File: src/rtl/tod_xfer_target.sv
module tod_xfer_target #(
  parameter int NUM_CORES = 4,
  parameter bit CORE_ID_MODE_EN = 1'b1,
  parameter logic [NUM_CORES*32-1:0] CORE_BASES =
    {32'h2300_0000, 32'h2200_0000, 32'h2100_0000, 32'h2000_0000},
  parameter logic [5:0] OFS_MOVE = 6'h17,
  parameter logic [5:0] OFS_TARGET = 6'h27,
  parameter logic [11:0] TB_REG_LOW = 12'h4A3,
  localparam int IDX_W = (NUM_CORES > 1) ? $clog2(NUM_CORES) : 1
) (
  input  logic                 clk,
  input  logic                 rst_n,
  input  logic                 wr_en,
  input  logic [5:0]           wr_off,
  input  logic [63:0]          wr_data,
  input  logic                 tod_running,
  input  logic [NUM_CORES-1:0] core_ready,
  output logic [NUM_CORES-1:0] send_pulse,
  output logic                 tgt_valid,
  output logic [IDX_W-1:0]     tgt_core,
  output logic                 err_decode,
  output logic                 err_state,
  output logic                 err_cmd,
  output logic                 err_no_target,
  output logic                 err_not_ready
);

  logic [31:0] taddr;
  logic        full_mode;
  logic [4:0]  cid;
  logic        addr_hit;
  logic [IDX_W-1:0] addr_idx;
  logic        id_ok, dec_ok;
  logic [IDX_W-1:0] dec_idx;
  logic        ctl_wr, mv_wr, sel_ready, go;
  logic        unused_bits;

  assign taddr     = wr_data[63:32];
  assign full_mode = wr_data[28];
  assign cid       = wr_data[36:32];
  assign unused_bits = ^{wr_data[31:29], wr_data[27:0]};

  always_comb begin
    addr_hit = 1'b0;
    addr_idx = '0;
    for (int i = NUM_CORES - 1; i >= 0; i--) begin
      if (taddr[31:12] == CORE_BASES[i*32+12 +: 20]) begin
        addr_hit = 1'b1;
        addr_idx = IDX_W'(i);
      end
    end
  end

  assign id_ok   = CORE_ID_MODE_EN && (int'(cid) < NUM_CORES);
  assign dec_ok  = full_mode ? ((taddr[11:0] == TB_REG_LOW) && addr_hit) : id_ok;
  assign dec_idx = full_mode ? addr_idx : IDX_W'(cid);

  assign ctl_wr    = wr_en && (wr_off == OFS_TARGET);
  assign mv_wr     = wr_en && (wr_off == OFS_MOVE);
  assign sel_ready = core_ready[tgt_core];
  assign go        = mv_wr && tod_running && wr_data[63] && tgt_valid && sel_ready;

  always_ff @(posedge clk) begin
    if (!rst_n) begin
      tgt_valid     <= 1'b0;
      tgt_core      <= '0;
      send_pulse    <= '0;
      err_decode    <= 1'b0;
      err_state     <= 1'b0;
      err_cmd       <= 1'b0;
      err_no_target <= 1'b0;
      err_not_ready <= 1'b0;
    end else begin
      if (ctl_wr) begin
        tgt_valid <= dec_ok;
        tgt_core  <= dec_ok ? dec_idx : '0;
      end
      send_pulse    <= go ? (NUM_CORES'(1) << tgt_core) : '0;
      err_decode    <= ctl_wr && !dec_ok;
      err_state     <= mv_wr && !tod_running;
      err_cmd       <= mv_wr && !wr_data[63];
      err_no_target <= mv_wr && !tgt_valid;
      err_not_ready <= mv_wr && tgt_valid && !sel_ready;
    end
  end

endmodule

File: config.mk
export PLATFORM = sky130hd
export DESIGN_NAME = tod_xfer_target
export DESIGN_NICKNAME = d
export VERILOG_FILES = /design/src/rtl/tod_xfer_target.sv
export SDC_FILE = /design/constraint.sdc
export NUM_CORES = 1
export LEC_CHECK = 0
export ABC_AREA = 1
export ABC_CLOCK_PERIOD_IN_PS = 1500
export BUFFER_PORTS_ARGS = -buffer_cell sky130_fd_sc_hd__buf_2
export CAP_MARGIN = 40
export CORE_ASPECT_RATIO = 0.8
export CORE_MARGIN = 3
export CORE_UTILIZATION = 33
export CTS_CLUSTER_DIAMETER = 60
export DETAILED_ROUTE_END_ITERATION = 10
export PLACE_DENSITY = 0.79
export SETUP_SLACK_MARGIN = 0.5
export SYNTH_ARGS = -nofsm -noshare
export SYNTH_HDL_FRONTEND = slang
export SYNTH_SLANG_ARGS = --single-unit
File: constraint.sdc
create_clock -name clk -period 1.5 [get_ports clk]
set_clock_uncertainty 0.15 [all_clocks]
set_input_delay 0.075 -clock clk [delete_from_list [all_inputs] [get_ports clk]]
set_output_delay 0.075 -clock clk [all_outputs]
set_load 0.05 [all_outputs]
==> summary.md, run 1 <==
| Metric | Value |
|---|---|
| CTS tree | `built` |
| Primary FF master, synth | `dfxtp_1` |
| Number of synthesized flops with an enable pin | `0` |
| GPL Wtd Cong | `between 0.7 and 0.8` |
| RSZ-0062 raised after global routing | `true` |
| DP HPWL | `roughly 1600 µm` |
| Worst-Skew Late Latency | `about 270 ps` |
| Leak Pwr | `around 0.77 nW` |
| DR WL/cell | `11.1 µm` |
| Part of the power in combinational logic | `0.223` |
| Iter 0 DRT Violations | `40` |
| Yosys top cell area share | `0.307` |
| Root Buffer | `clkbuf_4` |
| Worst IR Drop VDD | `just under 0.5 mV` |
| Syn Inst Count | `approximately 140` |
| Crit path time final | `about 1300 ps` |
| Clk buf depth | `2` |
| Max cap viols | `0` |
| YS warnings | `0` |
| Syn_nets | `about 220` |
| CP arrival | `1390 ps` |
| Placed cells | `222` |
| Clock group share of total power | `0.349` |
| Sw power | `0.187 mW` |
| IO Port Bufs | `58` |
| Seq cells post-synth | `12` |
| Die ar. | `approximately 0.0030 mm²` |
| Sw frac | `0.255` |
| Total wire length | `2660 µm` |
| Die Y | `between 40 and 50 µm` |
| Ys async rst share | `0` |
| Synth cell count leaders | `39 x nand2_1, 33 x nor2_1, 27 x inv_1` |
| Worst Path Required | `~1600 ps` |
| DRC violations left | `0` |
| CP endpoint kind | `register` |
| Flop pwr share | `0.429` |
| Layout cells sized above 1 | `0.570` |
| Netlist Area Pre-Place | `just under 800 µm²` |
| Nets | `293` |
| Critical path peak fanout | `5` |
| First-pass GRT wire length | `between 3000 and 4000 µm` |
| Pwr dens | `approximately 500 mW/mm²` |
| Core ar. | `0.00220 mm²` |
| Cell Area, Placed | `approximately 0.0011 mm²` |
| Post-synthesis sequential area ratio | `0.307` |
| Share of the core filled with cells | `0.674` |
| Max-slew violations | `0` |
| Measured slew at the worst slew-check pin | `about 260 ps` |
| Netlist cell types | `19` |
| Num CTS Buffers | `3` |
| Rows | `15` |
| Final Hold Fails | `0` |
| Sink Count | `12` |
| Synthesized area per cell | `about 5.6 µm²` |
| Total track usage | `0.156` |
| DR pass1 iterations | `6` |
| Fmax | `roughly 750 MHz` |
| Status | `complete, no violations` |
| Cells taking the most area after synthesis | `dfxtp_1 31%, nand2_1 19%, nor2_1 16%` |
| Total grt overflow | `0` |
| Initial antenna violation count | `0` |
| Largest net degree at the start of global routing | `8` |
| Ant. Diodes | `0` |
| Worst-path clk slew | `approximately 80 ps` |
| Final Cycle Share | `0.894` |
| Vias in the first global route | `about 900` |
| Layout area overhead | `89.1%` |
| Synth area leader | `dfxtp_1` |
| Finished Cell Area | `~0.0015 mm²` |
| Finished Layout Cells | `between 200 and 250` |
| Most frequent cell after synthesis | `nand2_1` |
| H-Tree Depth | `1` |
| Die extent in x | `approximately 60 µm` |
| CP Class | `register to register` |
| Hold WC Path Type | `input port to register` |
| Crit start category | `register` |
| DR vias/cell | `roughly 4.5` |
| Setup_tns | `0 ps` |
| Worst slew margin | `0.824` |
| Initial Util | `0.356` |
| # IOs | `90` |
| Final setup viols | `0` |
| DRT antenna net count | `0` |
| DR vias | `about 1100` |
| Pint | `0.544 mW` |
==> critical path, cell delays in order, from the launching register on <==
cell,delay [ps]
dfxtp_4,370
inv_4,60
nor2_2,30
o22ai_2,170
nor3b_4,230
nand2_1,130
nor2_1,130
==> sequential cells by signal (all words and copies together) (netlist names) <==
register / flops
send_pulse: 4
tgt_core: 2
err_cmd: 1
err_decode: 1
err_no_target: 1
err_not_ready: 1
err_state: 1
tgt_valid: 1
==> kinds of logic (layout without fill, tap and decap cells) <==
family,count (synthesis),in the layout,share of synthesized area
simple gates,90,90,0.498
buf+inv,30,105,0.144
flops,12,12,0.307
compound gates,7,7,0.0512
==> worst paths after layout <==
path,startpoint,end,slack [ps],cells after the start
worst min-delay path,wr_data[33],tgt_core[1],20,5
worst max-delay path,tgt_core[0],send_pulse[2],160,6
worst min register to register,tgt_valid,tgt_valid,390,2
worst max register to register,tgt_core[0],send_pulse[2],160,6
==> routing by layer <==
metal  GRT usage  vias to the layer above  wire length [µm]  share of wire
li1            -                      563                 -              -
met1       0.183                      464               973           0.37
met2       0.250                       50              1400           0.53
met3      0.0471                       10               192          0.072
met4      0.0794                        0                93          0.035
met5           0                        -                 0              0
==> through the flow <==
stage,hold slack (ps),power [mW],worst slack [ps]
after floorplan,-2.62,0.378,247
after global placement,111,0.454,192
after detailed placement,112,0.456,171
after CTS,14.0,0.710,235
after global routing,47.9,0.760,82.5
final,24.4,0.731,159
==> layout make-up <==
type	instances	area [µm²]
clock buffers	4	36.3
inverters	30	133
multi-input cells	97	526
well taps	25	31.3
repair buffers	71	497
flip-flops and latches	12	256
fillers	194	717
==> power groups by stage <==
stage	logic [mW]	registers, mW	clock network (mW)
2_1_floorplan	0.0543	0.324	0
3_3_place_gp	0.132	0.323	0
3_5_place_dp	0.133	0.323	0
4_1_cts	0.145	0.313	0.252
5_1_grt	0.182	0.313	0.265
6_report	0.163	0.313	0.255
==> what timing repair did <==
action                     CTS  global route
hold endpoints to repair     5             0
gates resized for setup     24            44
setup endpoints to repair   19            20
pin swaps                    8            22
hold buffers                 4             0
setup buffers                7             2
==> cell usage in the layout, fill, tap and decap left out, drive strengths merged <==
cell type and n:
dfxtp 12, nand2 42, nand4 4, or2 1, dlygate4sd3 4, nand3 4, o22ai 1, o21ai 2
inv 30, nor3 1, buf 66, nor3b 2, nor2 35, clkbuf 5, a21oi 4, and2 1
(Power assumes the default switching activity.)
==> run 2, diff against run 1 <==
--- a/config.mk
+++ b/config.mk
@@ -15,4 +15,5 @@
 export CTS_CLUSTER_DIAMETER = 60
 export DETAILED_ROUTE_END_ITERATION = 10
+export GPL_TIMING_DRIVEN = 1
 export PLACE_DENSITY = 0.79
 export SETUP_SLACK_MARGIN = 0.5
==> constraint.sdc (replaced) <==
create_clock -name clk -period 1.5 [get_ports clk]
set_clock_uncertainty 0.15 [all_clocks]
set_input_delay 0.225 -clock clk [delete_from_list [all_inputs] [get_ports clk]]
set_output_delay 0.225 -clock clk [all_outputs]
set_load 0.05 [all_outputs]
==> run 2 against run 1 <==
  * Clock power down 23%
  * Core utilization up 5.0 points
  * Cell area up 7.4%
  * Register-to-register slack better by 80 ps
  * Count of clock-buffer cells in the layout unchanged
  * Global-route usage down 1.6 points
  * Via count down 0.92%
  * Combinational power up 23%
  * Worst hold slack better by 89 ps
  * Die area unchanged
==> summary.md, run 2 (synthesis results as in run 1) <==
| Metric | Value |
|---|---|
| H-Tree Depth | `1 (unchanged)` |
| Most flop-heavy register | `send_pulse` |
| CP endpoint kind | `output port` |
| Layout cells sized above 1 | `0.630 (+0.0602)` |
| Max reg flops | `4 (unchanged)` |
| Crit path time final | `1310 ps (-35.3 ps)` |
| DR vias | `1077 (-0.92%)` |
| Most frequent cells in the layout | `32 x buf_2, 28 x nand2_1, 22 x nor2_1` |
| Setup_tns | `0 ps (unchanged)` |
| First-pass GRT wire length | `3260 µm (-9.6%)` |
| Register cell area after layout | `262 µm² (+2.0%)` |
| Pwr dens | `447 mW/mm² (-9.5%)` |
| Ant. Diodes | `0 (unchanged)` |
| RSZ-0062 raised after global routing | `true` |
| Status | `complete, no violations` |
| Final Hold Fails | `0 (unchanged)` |
| Initial Util | `0.356 (unchanged)` |
| DP HPWL | `1710 µm (+4.7%)` |
| Reg2reg setup slack | `240 ps (+80 ps)` |
| Critical path peak fanout | `6 (+1)` |
| Hold WC Path Type | `input port to register` |
| Total grt overflow | `0 (unchanged)` |
| Die Y | `49.5 µm (unchanged)` |
| Layout area overhead | `103%` |
| GPL Wtd Cong | `0.796 (+10%)` |
| Total track usage | `0.139 (-0.0164)` |
| CTS tree | `built` |
| DRC violations left | `0 (unchanged)` |
| Worst IR Drop VDD | `0.399 mV (-17%)` |
| Multi-input gate area | `552 µm² (+5.0%)` |
| Max-slew violations | `0 (unchanged)` |
| # fillers | `163 (-16%)` |
| Biggest regs | `send_pulse (4), tgt_core (2)` |
| Core ar. | `0.00220 mm² (unchanged)` |
| Crit start category | `register` |
| Rows | `15 (unchanged)` |
| DR pass1 iterations | `4 (-2)` |
| Die extent in x | `60.4 µm (unchanged)` |
| Worst slew margin | `0.873 (+0.0488)` |
| Worst-Skew Late Latency | `270 ps (about the same)` |
| Root Buffer | `clkbuf_4` |
| Worst-path clk slew | `70 ps (about the same)` |
| Measured slew at the worst slew-check pin | `188 ps (-74.4 ps)` |
| CP arrival | `930 ps (-460 ps)` |
| Die ar. | `0.00299 mm² (unchanged)` |
| Worst setup margin | `194 ps (+35.3 ps)` |
| IO Port Bufs | `58 (unchanged)` |
| Final Cycle Share | `0.871 (-0.0236)` |
| Sink Count | `12 (unchanged)` |
| Clk buf depth | `2 (unchanged)` |
| Worst Path Required | `1120 ps (-430 ps)` |
| Leak Pwr | `0.804 nW (+4.8%)` |
| Pre-CTS setup slack | `32.2 ps (-139 ps)` |
| Max cap viols | `0 (unchanged)` |
| Iter 0 DRT Violations | `21 (-48%)` |
| DRT antenna net count | `0 (unchanged)` |
| Vias in the first global route | `826 (-9.4%)` |
| Commonest non-fill, non-tap cell in the layout | `buf_2` |
| DR WL/cell | `10.3 µm (-7.8%)` |
| Fmax | `766 MHz (+2.7%)` |
| Num CTS Buffers | `3 (unchanged)` |
| Initial antenna violation count | `0 (unchanged)` |
| CP Class | `register to output port` |
| Total wire length | `2420 µm (-9.0%)` |
| # IOs | `90 (unchanged)` |
| Nets | `290 (-1.0%)` |
| Largest net degree at the start of global routing | `8 (unchanged)` |
| DR vias/cell | `4.56 (+0.34%)` |
| Final setup viols | `0 (unchanged)` |
==> run 2: layer usage <==
layer  wire, µm  share of wire  vias to the layer above  track usage
li1           -              -                      560            -
met1        938           0.39                      478        0.185
met2       1330           0.55                       37        0.230
met3        139          0.057                        2       0.0340
met4         15         0.0062                        0       0.0217
met5          0              0                        -            0
==> run 2: report_power, final <==
part / internal (mW) / switching (mW) / leakage [nW]
combinational: 0.109 / 0.0903 / 0.686
sequential: 0.313 / 0.000206 / 0.103
clock: 0.103 / 0.0941 / 0.0150
total: 0.525 / 0.185 / 0.804
==> run 2: stage by stage <==
step / hold slack, ps / instance area [µm²] / power, mW / util / cells
3_3_place_gp: 256 / 1150 / 0.455 / 0.523 / 222
6_report: 114 / 1590 / 0.710 / 0.723 / 236
4_1_cts: 2.40 / 1320 / 0.659 / 0.601 / 230
5_1_grt: 110 / 1590 / 0.757 / 0.723 / 236
3_5_place_dp: 255 / 1150 / 0.458 / 0.523 / 222
2_1_floorplan: 147 / 826 / 0.379 / - / 139
==> run 2: worst paths after layout <==
kind,to,from,cells past startpoint
setup / recovery,tgt_core[0],tgt_core[0],2
hold / removal,tgt_valid,rst_n,3
setup reg to reg,send_pulse[1],tgt_core[1],6
hold reg to reg,send_pulse[2],tgt_core[0],1
==> run 2: worst max-delay path, cell delays in order (launching register included) <==
cell and delay (ps):
dfxtp_4 390, buf_4 130, buf_8 140
==> run 2: cell type report <==
type / count / area share
Inverter: 30 / 0.0898
Multi-Input combinational cell: 97 / 0.348
Tap cell: 25 / 0.0197
Sequential cell: 12 / 0.165
Clock buffer: 4 / 0.0165
Timing Repair Buffer: 68 / 0.362
==> run 2: what timing repair did <==
action	CTS	global route
hold buffers	1	1
endpoints found under the setup margin	20	23
resized for setup	40	67
gates cloned	0	0
hold endpoints to repair	1	1
pin swaps	10	26
buffers inserted	3	5
==> run 3, diff against run 2 <==
Settings changed: CELL_PAD_IN_SITES_DETAIL_PLACEMENT set to 1, CELL_PAD_IN_SITES_GLOBAL_PLACEMENT set to 1, CORE_UTILIZATION 33 to 19, PLACE_DENSITY 0.79 to not set, PLACE_DENSITY_LB_ADDON set to 0.1.
==> run 3 against run 2 <==
  * Setup slack gained 14 ps
  * Die area grew 65%
  * Worst hold slack lost 110 ps
  * Routed wire length grew 18%
  * Global-route usage shrank 2.7 points
  * Cell count grew 13%
  * Cell area grew 4.0%
  * Critical endpoint is now send_pulse[2]
  * Largest cell class unchanged
  * Highest routed layer unchanged
==> summary.md, run 3 (synthesis results as in run 1) <==
| Metric | Value |
|---|---|
| Finished Layout Cells | `266 (+13%)` |
| CP max stage delay | `390 ps (about the same)` |
| Clk buf depth | `2 (unchanged)` |
| First-pass GRT wire length | `4580 µm (+40%)` |
| Cell Area, Placed | `0.00118 mm² (+3.3%)` |
| Total grt overflow | `0 (unchanged)` |
| Layout cells sized above 1 | `0.645 (+0.0142)` |
| Die ar. | `0.00493 mm² (+65%)` |
| CP arrival | `1320 ps (+390 ps)` |
| CP Class | `register to register` |
| Total wire length | `2850 µm (+18%)` |
| Measured slew at the worst slew-check pin | `219 ps (+30.2 ps)` |
| Crit start category | `register` |
| Vias in the first global route | `1106 (+34%)` |
| Most frequent cells in the layout | `32 x nand2_1, 29 x buf_2, 20 x nor2_1` |
| GPL Wtd Cong | `0.734 (-7.8%)` |
| Worst-Skew Late Latency | `240 ps (-30 ps)` |
| Placed cells | `252 (+14%)` |
| Finished Cell Area | `0.00165 mm² (+4.0%)` |
| Core ar. | `0.00388 mm² (+77%)` |
| DR vias | `1105 (+2.6%)` |
| Final Cycle Share | `0.861 (-0.00957)` |
| Num CTS Buffers | `3 (unchanged)` |
| DR pass1 iterations | `2 (-2)` |
| Worst slew margin | `0.854 (-0.0192)` |
| DRC violations left | `0 (unchanged)` |
| Worst Path Required | `1530 ps (+410 ps)` |
| Leak Pwr | `0.805 nW (+0.14%)` |
| Critical path's slowest cell | `dfxtp_4` |
| Biggest regs | `send_pulse (4), tgt_core (2)` |
| DR vias/cell | `4.15 (-9.0%)` |
| Hold WC Path Type | `input port to register` |
| Max-slew violations | `0 (unchanged)` |
| Final Hold Slack | `4.58 ps (-109 ps)` |
| Status | `complete, no violations` |
| Final setup viols | `0 (unchanged)` |
| Sink Count | `12 (unchanged)` |
| Nets | `290 (unchanged)` |
| # fillers | `507 (+210%)` |
| RSZ-0062 raised after global routing | `true` |
| Setup_tns | `0 ps (unchanged)` |
| Crit path cell chain | `o21ai_2 > o22ai_2 > nor3b_4 > nand2_1 > nor2_1` |
| Layout area overhead | `111%` |
| Largest net degree at the start of global routing | `8 (unchanged)` |
| Max cap viols | `0 (unchanged)` |
| Commonest non-fill, non-tap cell in the layout | `nand2_1` |
| Max reg flops | `4 (unchanged)` |
| CP endpoint kind | `register` |
| # IOs | `90 (unchanged)` |
| Die Y | `63.4 µm (+28%)` |
| H-Tree Depth | `1 (unchanged)` |
| Die extent in x | `77.7 µm (+29%)` |
| Worst IR Drop VDD | `0.260 mV (-35%)` |
| Initial Util | `0.202 (-0.155)` |
| DR WL/cell | `10.7 µm (+4.4%)` |
| Pwr dens | `525 mW/mm² (+17%)` |
| Crit path time final | `1290 ps (-14.4 ps)` |
| Rows | `20 (+5)` |
| Critical path peak fanout | `6 (unchanged)` |
| Initial antenna violation count | `0 (unchanged)` |
| Root Buffer | `clkbuf_8` |
| Final Hold Fails | `0 (unchanged)` |
| Worst-path clk slew | `50 ps (-20 ps)` |
| IO Port Bufs | `58 (unchanged)` |
| Most flop-heavy register | `send_pulse` |
| Iter 0 DRT Violations | `22 (+4.8%)` |
| Total track usage | `0.112 (-0.0266)` |
| DP HPWL | `2300 µm (+35%)` |
| Fmax | `774 MHz (+1.1%)` |
| DRT antenna net count | `0 (unchanged)` |
| CTS tree | `built` |
| Final total power | `0.867 mW (+22%)` |
| Ant. Diodes | `0 (unchanged)` |
-- run 3: cell types whose count changed in the layout (fill, tap and decap cells not counted), sizes merged --
cell,delta
dlygate4sd3,-1
buf,+1
-- run 3: stage by stage --
step           utilization  setup WS [ps]
2_1_floorplan            -            247
3_3_place_gp         0.305           49.4
3_5_place_dp         0.305           14.4
4_1_cts              0.376            218
5_1_grt              0.426            107
6_report             0.426            208
-- run 3: final cells by class --
| class | count | area [µm²] | area share |
|---|---|---|---|
| inverters | 30 | 135 | 0.0818 |
| clock buffers | 4 | 55.1 | 0.0333 |
| flip-flops and latches | 12 | 263 | 0.159 |
| well taps | 55 | 68.8 | 0.0417 |
| repair buffers | 68 | 591 | 0.358 |
| multi-input cells | 97 | 539 | 0.327 |
-- run 3: repair_timing --
| action | CTS | global route |
|---|---|---|
| hold buffers | 1 | 0 |
| setup endpoints to repair | 24 | 24 |
| pin swaps | 15 | 25 |
| setup buffers | 5 | 4 |
| resized for setup | 55 | 56 |
| endpoints found under the hold margin | 1 | 0 |
-- run 3: report_power, final --
group          total, mW  leakage, nW  switching (mW)  internal (mW)
Sequential         0.314        0.104        0.000195          0.314
Clock              0.353       0.0288           0.121          0.232
Combinational      0.201        0.673          0.0894          0.111
-- run 3: critical path: cells and delay by family (launching register included) --
kind | cells | cell delay, ps
compound gates | 2 | 250
flops | 1 | 390
simple gates | 3 | 430
-- run 3: layer usage --
layer  up-vias  wire length [µm]  GRT usage
met2        45              1450      0.204
met4         0                34     0.0200
met1       498              1180      0.134
li1        558                 -          -
met5         -                 0          0
met3         4               181     0.0286
-- run 3: worst paths after layout --
kind          startpoint             to  slack, ps  depth (start not counted)
max          tgt_core[0]  send_pulse[2]        210                          5
min          tod_running      err_state          5                          2
max reg2reg  tgt_core[0]  send_pulse[2]        210                          5
min reg2reg    tgt_valid  err_no_target        300                          1
